<file path="config.mk">
export PLATFORM = sky130hd
export DESIGN_NAME = regrd_stage
export DESIGN_NICKNAME = d
export VERILOG_FILES = /design/src/rtl/regrd_pkg.sv /design/src/rtl/regrd_scoreboard.sv /design/src/rtl/regrd_operand.sv /design/src/rtl/regrd_hazard.sv /design/src/rtl/regrd_stage.sv
export SDC_FILE = /design/constraint.sdc
export NUM_CORES = 1
export LEC_CHECK = 0
export BUFFER_PORTS_ARGS = -buffer_cell sky130_fd_sc_hd__buf_2
export CAP_MARGIN = 40
export CORE_UTILIZATION = 55
export CTS_CLUSTER_SIZE = 40
export DETAILED_ROUTE_END_ITERATION = 6
export PLACE_DENSITY = 0.85
export SYNTH_ARGS = -nofsm -noshare
export SYNTH_HDL_FRONTEND = slang
export SYNTH_SLANG_ARGS = --single-unit
</file>
<file path="constraint.sdc">
create_clock -name clk -period 6.7 [get_ports clk]
set_clock_uncertainty 0.2 [all_clocks]
set_input_delay 0 -clock clk [delete_from_list [all_inputs] [get_ports clk]]
set_output_delay 0 -clock clk [all_outputs]
set_load 0.05 [all_outputs]
</file>
<file path="src/rtl/regrd_pkg.sv">
// Package: shared types of the register-read stage.
// Assumes nothing beyond being compiled before the stage's modules.
package regrd_pkg;

    // Where an operand value comes from.
    typedef enum logic [1:0] {
        OPND_FROM_RF   = 2'd0,
        OPND_FROM_BYP  = 2'd1,
        OPND_FROM_ZERO = 2'd2
    } opnd_src_e;

    // Number of source operands handled per instruction.
    localparam int unsigned NUM_OPNDS = 2;

endpackage

</file>
<file path="src/rtl/regrd_scoreboard.sv">
// Module: per-register busy bits.
// A set marks a register busy, a clear marks it available; when both hit
// the same register in one cycle the set wins. Register 0 never becomes busy.
// Assumes at most one set and one clear per cycle.
module regrd_scoreboard #(
    parameter int unsigned NUM_REGS = 32,
    parameter int unsigned IDX_W    = $clog2(NUM_REGS)
) (
    input  logic                clk,
    input  logic                rst_n,
    input  logic                set_en,
    input  logic [IDX_W-1:0]    set_idx,
    input  logic                clr_en,
    input  logic [IDX_W-1:0]    clr_idx,
    output logic [NUM_REGS-1:0] busy_o
);

    logic [NUM_REGS-1:0] busy_q;

    for (genvar g = 0; g < NUM_REGS; g++) begin : g_bit
        if (g == 0) begin : g_zero
            // Register 0 is hard-wired available.
            always_ff @(posedge clk) begin
                busy_q[g] <= 1'b0;
            end
        end else begin : g_reg
            logic set_hit;
            logic clr_hit;
            assign set_hit = set_en && (set_idx == IDX_W'(g));
            assign clr_hit = clr_en && (clr_idx == IDX_W'(g));
            // Track busy state; set has priority over clear.
            always_ff @(posedge clk) begin
                if (!rst_n) begin
                    busy_q[g] <= 1'b0;
                end else if (set_hit) begin
                    busy_q[g] <= 1'b1;
                end else if (clr_hit) begin
                    busy_q[g] <= 1'b0;
                end
            end
        end
    end

    assign busy_o = busy_q;

endmodule

</file>
<file path="src/rtl/regrd_operand.sv">
// Module: operand selection for one source.
// Picks zero for register 0, bypass data on an index match, otherwise the
// register file data, and reports whether this source blocks issue
// (busy and not carried by the bypass bus this cycle).
// Assumes the register file read data is combinational on the address.
module regrd_operand
    import regrd_pkg::*;
#(
    parameter int unsigned IDX_W  = 5,
    parameter int unsigned DATA_W = 32
) (
    input  logic [IDX_W-1:0]  src_idx,
    input  logic              src_busy,
    input  logic [DATA_W-1:0] rf_data,
    input  logic              byp_valid,
    input  logic [IDX_W-1:0]  byp_idx,
    input  logic [DATA_W-1:0] byp_data,
    output logic [DATA_W-1:0] value_o,
    output logic              blocked_o
);

    opnd_src_e sel;
    logic      is_zero;
    logic      byp_hit;

    assign is_zero = (src_idx == '0);
    assign byp_hit = byp_valid && (byp_idx == src_idx) && !is_zero;

    // Decide where the operand comes from.
    always_comb begin
        if (is_zero) begin
            sel = OPND_FROM_ZERO;
        end else if (byp_hit) begin
            sel = OPND_FROM_BYP;
        end else begin
            sel = OPND_FROM_RF;
        end
    end

    // Route the chosen source to the operand value.
    always_comb begin
        unique case (sel)
            OPND_FROM_ZERO: value_o = '0;
            OPND_FROM_BYP:  value_o = byp_data;
            default:        value_o = rf_data;
        endcase
    end

    assign blocked_o = !is_zero && src_busy && !byp_hit;

endmodule

</file>
<file path="src/rtl/regrd_hazard.sv">
// Module: stall decision of the register-read stage.
// Combines the write-after-write check on the destination with the
// per-source blocks and forms the issue strobe.
// Assumes the source blocks already account for bypass matches.
module regrd_hazard
    import regrd_pkg::*;
#(
    parameter int unsigned IDX_W = 5
) (
    input  logic                 in_valid,
    input  logic                 in_writes,
    input  logic [IDX_W-1:0]     dst_idx,
    input  logic                 dst_busy,
    input  logic [NUM_OPNDS-1:0] src_blocked,
    output logic                 stall_o,
    output logic                 issue_o,
    output logic                 mark_o
);

    logic waw;

    // Destination conflict only matters for instructions that write.
    always_comb begin
        waw = in_writes && (dst_idx != '0) && dst_busy;
    end

    assign stall_o = waw || (|src_blocked);
    assign issue_o = in_valid && !stall_o;
    assign mark_o  = issue_o && in_writes && (dst_idx != '0);

endmodule

</file>
<file path="src/rtl/regrd_stage.sv">
// Module: top of the register-read stage.
// Reads operands, applies scoreboard and bypass rules, and registers the
// issued instruction. Upstream holds its instruction while in_ready is low;
// downstream accepts the output register every cycle.
// Assumes writeback updates the register file at the same edge as its clear.
module regrd_stage
    import regrd_pkg::*;
#(
    parameter int unsigned NUM_REGS = 32,
    parameter int unsigned DATA_W   = 32,
    parameter int unsigned IDX_W    = $clog2(NUM_REGS)
) (
    input  logic              clk,
    input  logic              rst_n,
    input  logic              in_valid,
    output logic              in_ready,
    input  logic              in_writes,
    input  logic [IDX_W-1:0]  in_dst,
    input  logic [IDX_W-1:0]  in_src_a,
    input  logic [IDX_W-1:0]  in_src_b,
    output logic [IDX_W-1:0]  rf_addr_a,
    output logic [IDX_W-1:0]  rf_addr_b,
    input  logic [DATA_W-1:0] rf_data_a,
    input  logic [DATA_W-1:0] rf_data_b,
    input  logic              byp_valid,
    input  logic [IDX_W-1:0]  byp_idx,
    input  logic [DATA_W-1:0] byp_data,
    input  logic              wb_clr_valid,
    input  logic [IDX_W-1:0]  wb_clr_idx,
    output logic              out_valid,
    output logic              out_writes,
    output logic [IDX_W-1:0]  out_dst,
    output logic [DATA_W-1:0] out_opnd_a,
    output logic [DATA_W-1:0] out_opnd_b
);

    logic [NUM_REGS-1:0]  busy_q;
    logic [IDX_W-1:0]     src_idx   [NUM_OPNDS];
    logic [DATA_W-1:0]    src_rf    [NUM_OPNDS];
    logic [DATA_W-1:0]    src_val   [NUM_OPNDS];
    logic [NUM_OPNDS-1:0] src_block;
    logic                 stall;
    logic                 issue;
    logic                 mark;

    assign src_idx[0] = in_src_a;
    assign src_idx[1] = in_src_b;
    assign src_rf[0]  = rf_data_a;
    assign src_rf[1]  = rf_data_b;
    assign rf_addr_a  = in_src_a;
    assign rf_addr_b  = in_src_b;

    regrd_scoreboard #(
        .NUM_REGS (NUM_REGS),
        .IDX_W    (IDX_W)
    ) sb_i (
        .clk     (clk),
        .rst_n   (rst_n),
        .set_en  (mark),
        .set_idx (in_dst),
        .clr_en  (wb_clr_valid),
        .clr_idx (wb_clr_idx),
        .busy_o  (busy_q)
    );

    for (genvar k = 0; k < NUM_OPNDS; k++) begin : g_opnd
        regrd_operand #(
            .IDX_W  (IDX_W),
            .DATA_W (DATA_W)
        ) opnd_i (
            .src_idx   (src_idx[k]),
            .src_busy  (busy_q[src_idx[k]]),
            .rf_data   (src_rf[k]),
            .byp_valid (byp_valid),
            .byp_idx   (byp_idx),
            .byp_data  (byp_data),
            .value_o   (src_val[k]),
            .blocked_o (src_block[k])
        );
    end

    regrd_hazard #(
        .IDX_W (IDX_W)
    ) hz_i (
        .in_valid    (in_valid),
        .in_writes   (in_writes),
        .dst_idx     (in_dst),
        .dst_busy    (busy_q[in_dst]),
        .src_blocked (src_block),
        .stall_o     (stall),
        .issue_o     (issue),
        .mark_o      (mark)
    );

    assign in_ready = !stall;

    // Valid flag of the output register follows the issue strobe.
    always_ff @(posedge clk) begin
        if (!rst_n) begin
            out_valid <= 1'b0;
        end else begin
            out_valid <= issue;
        end
    end

    // Payload of the output register loads only on issue.
    always_ff @(posedge clk) begin
        if (!rst_n) begin
            out_writes <= 1'b0;
            out_dst    <= '0;
            out_opnd_a <= '0;
            out_opnd_b <= '0;
        end else if (issue) begin
            out_writes <= in_writes;
            out_dst    <= in_dst;
            out_opnd_a <= src_val[0];
            out_opnd_b <= src_val[1];
        end
    end

endmodule

</file>
==> impl_metrics.env, run 1 <==
export IMPL_synthCells=624
export IMPL_synthFlopType="dfxtp_1"
export IMPL_lastStage="clock tree synthesis (4_1_cts)"
export IMPL_postCtsSetupBuffers=0
export IMPL_synth_top_area_cell="dfxtp_1"
export IMPL_synth_cell_types=40
export IMPL_yosys_area_top_type_share=0.347
export IMPL_clockBufferDepth=2
export IMPL_place_gp_congestion=0.879
export IMPL_syn_area_um2=5880
export IMPL_error_line="[ERROR RSZ-0060] Max buffer count reached."
export IMPL_yosysMostFrequentCell="nand2_1"
export IMPL_ys_seq_area_frac=0.347
export IMPL_io_buffers=208
export IMPL_ys_seq_elements=102
export IMPL_status="did not finish"
export IMPL_die_h_um=105
export IMPL_cts_root_buf="clkbuf_8"
export IMPL_cts_htree_levels=3
export IMPL_ctsResizeCount=0
export IMPL_synthTopCellsByArea="dfxtp_1, mux2i_1, nand2_1, a22o_1, mux4_2"
export IMPL_ios=209
export IMPL_hpwl_um=12000
export IMPL_synth_area_per_cell_um2=9.43
export IMPL_synthArstFlopShare=0
export IMPL_synth_commonest_cells="nand2_1, dfxtp_1, mux2i_1"
export IMPL_rows=37
export IMPL_ys_warn_count=0
export IMPL_cts_hold_buf=186
export IMPL_die_w_um=105
export IMPL_cts_buffers=9
export IMPL_clkSinkCount=102
export IMPL_start_util=0.570
export IMPL_synth_edff_count=0
export IMPL_syn_num_nets=751
## cells by family after synthesis
logic type      count (synthesis)  share of synthesized area
simple gates                  199                      0.150
mux                           112                      0.237
flops                         102                      0.347
compound gates                130                      0.180
buf+inv                        71                     0.0706
xor+xnor                       10                     0.0149
## per-stage QoR
stage | worst slack, ns | std cells | area [um^2] | utilization | hold slack (ns)
3_3_place_gp | 3.33 | 903 | 6750 | 0.653 | 0.0816
3_5_place_dp | 3.27 | 905 | 6790 | 0.657 | 0.0869
2_1_floorplan | 4.36 | 624 | 5880 | - | -0.0541
==> inputs of run 2 (changes only) <==
--- a/config.mk
+++ b/config.mk
@@ -7,10 +7,9 @@
 export LEC_CHECK = 0
 export BUFFER_PORTS_ARGS = -buffer_cell sky130_fd_sc_hd__buf_2
 export CAP_MARGIN = 40
-export CORE_UTILIZATION = 55
-export CTS_CLUSTER_SIZE = 40
+export CORE_UTILIZATION = 40
 export DETAILED_ROUTE_END_ITERATION = 6
-export PLACE_DENSITY = 0.85
+export PLACE_DENSITY_LB_ADDON = 0.15
 export SYNTH_ARGS = -nofsm -noshare
 export SYNTH_HDL_FRONTEND = slang
 export SYNTH_SLANG_ARGS = --single-unit
==> run 2 against run 1 <==
- the flow now finishes without violations
- area after synthesis did not move
- synthesized cell count did not move
==> impl_metrics.env, run 2 <==
export IMPL_place_gp_congestion=0.841
export IMPL_fin_cells=1145
export IMPL_ios=209
export IMPL_syn_area_um2=5880
export IMPL_first_global_vias=6264
export IMPL_vias=6356
export IMPL_ctsResizeCount=0
export IMPL_vias_per_cell=5.55
export IMPL_status="finished clean"
export IMPL_worst_pin_slew_ns=0.813
export IMPL_layout_commonest_cell="buf_2"
export IMPL_synthTopCellsByArea="dfxtp_1, mux2i_1, nand2_1, a22o_1, mux4_2"
export IMPL_crit_type="in2reg"
export IMPL_synth_top_area_cell="dfxtp_1"
export IMPL_holdWs_ns=0.0324
export IMPL_rows=43
export IMPL_end_kind="flop"
export IMPL_ir_drop_mv=0.145
export IMPL_finalHoldViolCount=0
export IMPL_rsz0062_at_grt="false"
export IMPL_powerDensity_nw_per_um2=187
export IMPL_whs_path_depth=3
export IMPL_grt_usage=0.258
export IMPL_period_needed_ns=4.04
export IMPL_cts_tree="done"
export IMPL_drt_iter0_drc=556
export IMPL_overflow=0
export IMPL_final_cell_mix="buf_2, dlygate4sd3_1, nand2_1"
export IMPL_start_kind="input pin"
export IMPL_setup_tns_ns=0
export IMPL_start_util=0.417
export IMPL_synth_area_per_cell_um2=9.43
export IMPL_clk_pin_slew_worst_paths_ns=0.07
export IMPL_die_w_um=123
export IMPL_grt_max_degree=67
export IMPL_synthArstFlopShare=0
export IMPL_period_share=0.602
export IMPL_syn_num_nets=751
export IMPL_power_mw=1.67
export IMPL_die_area_um2=15200
export IMPL_routed_wl_um=19800
export IMPL_io_buffers=208
export IMPL_drive_above_1_share=0.269
export IMPL_synthFlopType="dfxtp_1"
export IMPL_synthCells=624
export IMPL_wl_per_cell_um=17.3
export IMPL_drv_cap=0
export IMPL_grt_antenna_before_repair=0
export IMPL_ys_warn_count=0
export IMPL_cp_required_ns=6.80
export IMPL_route_detailed_drc=0
export IMPL_place_inst=950
export IMPL_yosys_area_top_type_share=0.347
export IMPL_clockBufferDepth=2
export IMPL_hpwl_um=12600
export IMPL_slew_violations=0
export IMPL_cp_max_fo=50
export IMPL_synth_edff_count=0
export IMPL_ys_seq_area_frac=0.347
export IMPL_yosysMostFrequentCell="nand2_1"
export IMPL_hp_class="in2reg"
export IMPL_critPathArrivalTime_ns=4.13
export IMPL_max_freq_mhz=248
export IMPL_leakagePower_nw=4.14
export IMPL_cts_root_buf="clkbuf_16"
export IMPL_ant_nets=0
export IMPL_cts_htree_levels=3
export IMPL_cts_buffers=9
export IMPL_rr_worst_depth=9
export IMPL_clkSinkCount=102
export IMPL_drt_pass1_iter_count=5
export IMPL_diodes=0
export IMPL_grt_pass1_wl_um=30600
export IMPL_synth_commonest_cells="nand2_1, dfxtp_1, mux2i_1"
export IMPL_area_delta_synth_final_pct=52.6
export IMPL_die_h_um=123
export IMPL_nets=1087
export IMPL_core_area_um2=14100
export IMPL_maxSlewHeadroom=0.450
export IMPL_insertion_delay_ns=0.35
export IMPL_synth_cell_types=40
export IMPL_finalSetupViolCount=0
export IMPL_ys_seq_elements=102
## run 2: cell counts after synthesis
No cell type changed its count.
## run 2: final timing paths
check | startpoint | endpoint | slack [ns]
setup / recovery | in_dst[1] | out_opnd_a[18] | 2.66
hold / removal | rst_n | out_opnd_b[18] | 0.03
setup reg to reg | sb_i.busy_o[3] | out_opnd_a[18] | 2.78
hold reg to reg | out_opnd_b[0] | out_opnd_b[0] | 0.26
## run 2: what timing repair did
| item | in CTS | in global routing |
|---|---|---|
| endpoints found under the hold margin | 102 | 0 |
| hold buffers | 179 | 0 |
| setup buffers | 0 | 0 |
## run 2: area by class of cell
class / instances / area (um^2)
inverters: 1 / 3.75
multi-input cells: 451 / 3460
clock inverters: 5 / 63.8
repair buffers: 395 / 2930
well taps: 180 / 225
fillers: 1141 / 5120
flip-flops and latches: 102 / 2040
clock buffers: 11 / 253
## run 2: critical path: stages
cell and delay (ns):
dlygate4sd3_1 0.52, buf_2 0.31, mux2i_1 0.14, mux4_2 0.47, mux4_2 0.46, nand2b_4 0.16
nand4_4 0.23, buf_12 0.27, buf_4 0.70, mux2i_1 0.27, dlygate4sd3_1 0.56
## run 2: metal layers
| metal | part of all wire | vias up | global-route usage |
|---|---|---|---|
| met5 | 0 | - | 0 |
| met4 | 0.022 | 0 | 0.0911 |
| met3 | 0.067 | 33 | 0.0434 |
| met2 | 0.50 | 283 | 0.465 |
| met1 | 0.41 | 3084 | 0.308 |
| li1 | - | 2956 | - |
## run 2: power breakdown
group,switching (mW),internal (mW),total (mW)
sequential,0.0160,0.635,0.651
combinational,0.268,0.200,0.469
clock,0.239,0.315,0.554
total,0.524,1.15,1.67
## run 2: logic make-up after synthesis
| family | count (synthesis) | synth area share |
|---|---|---|
| simple gates | 199 | 0.150 |
| compound gates | 130 | 0.180 |
| mux | 112 | 0.237 |
| flops | 102 | 0.347 |
| buf+inv | 71 | 0.0706 |
| xor+xnor | 10 | 0.0149 |
## run 2: per-stage QoR
stage	area, um^2	worst slack [ns]	utilization
after floorplan	5880	4.36	-
after global placement	6810	2.97	0.483
after detailed placement	6870	3.32	0.487
after CTS	8980	2.69	0.637
after global routing	8980	2.51	0.637
final	8980	2.66	0.637
(Power assumes the default switching activity.)
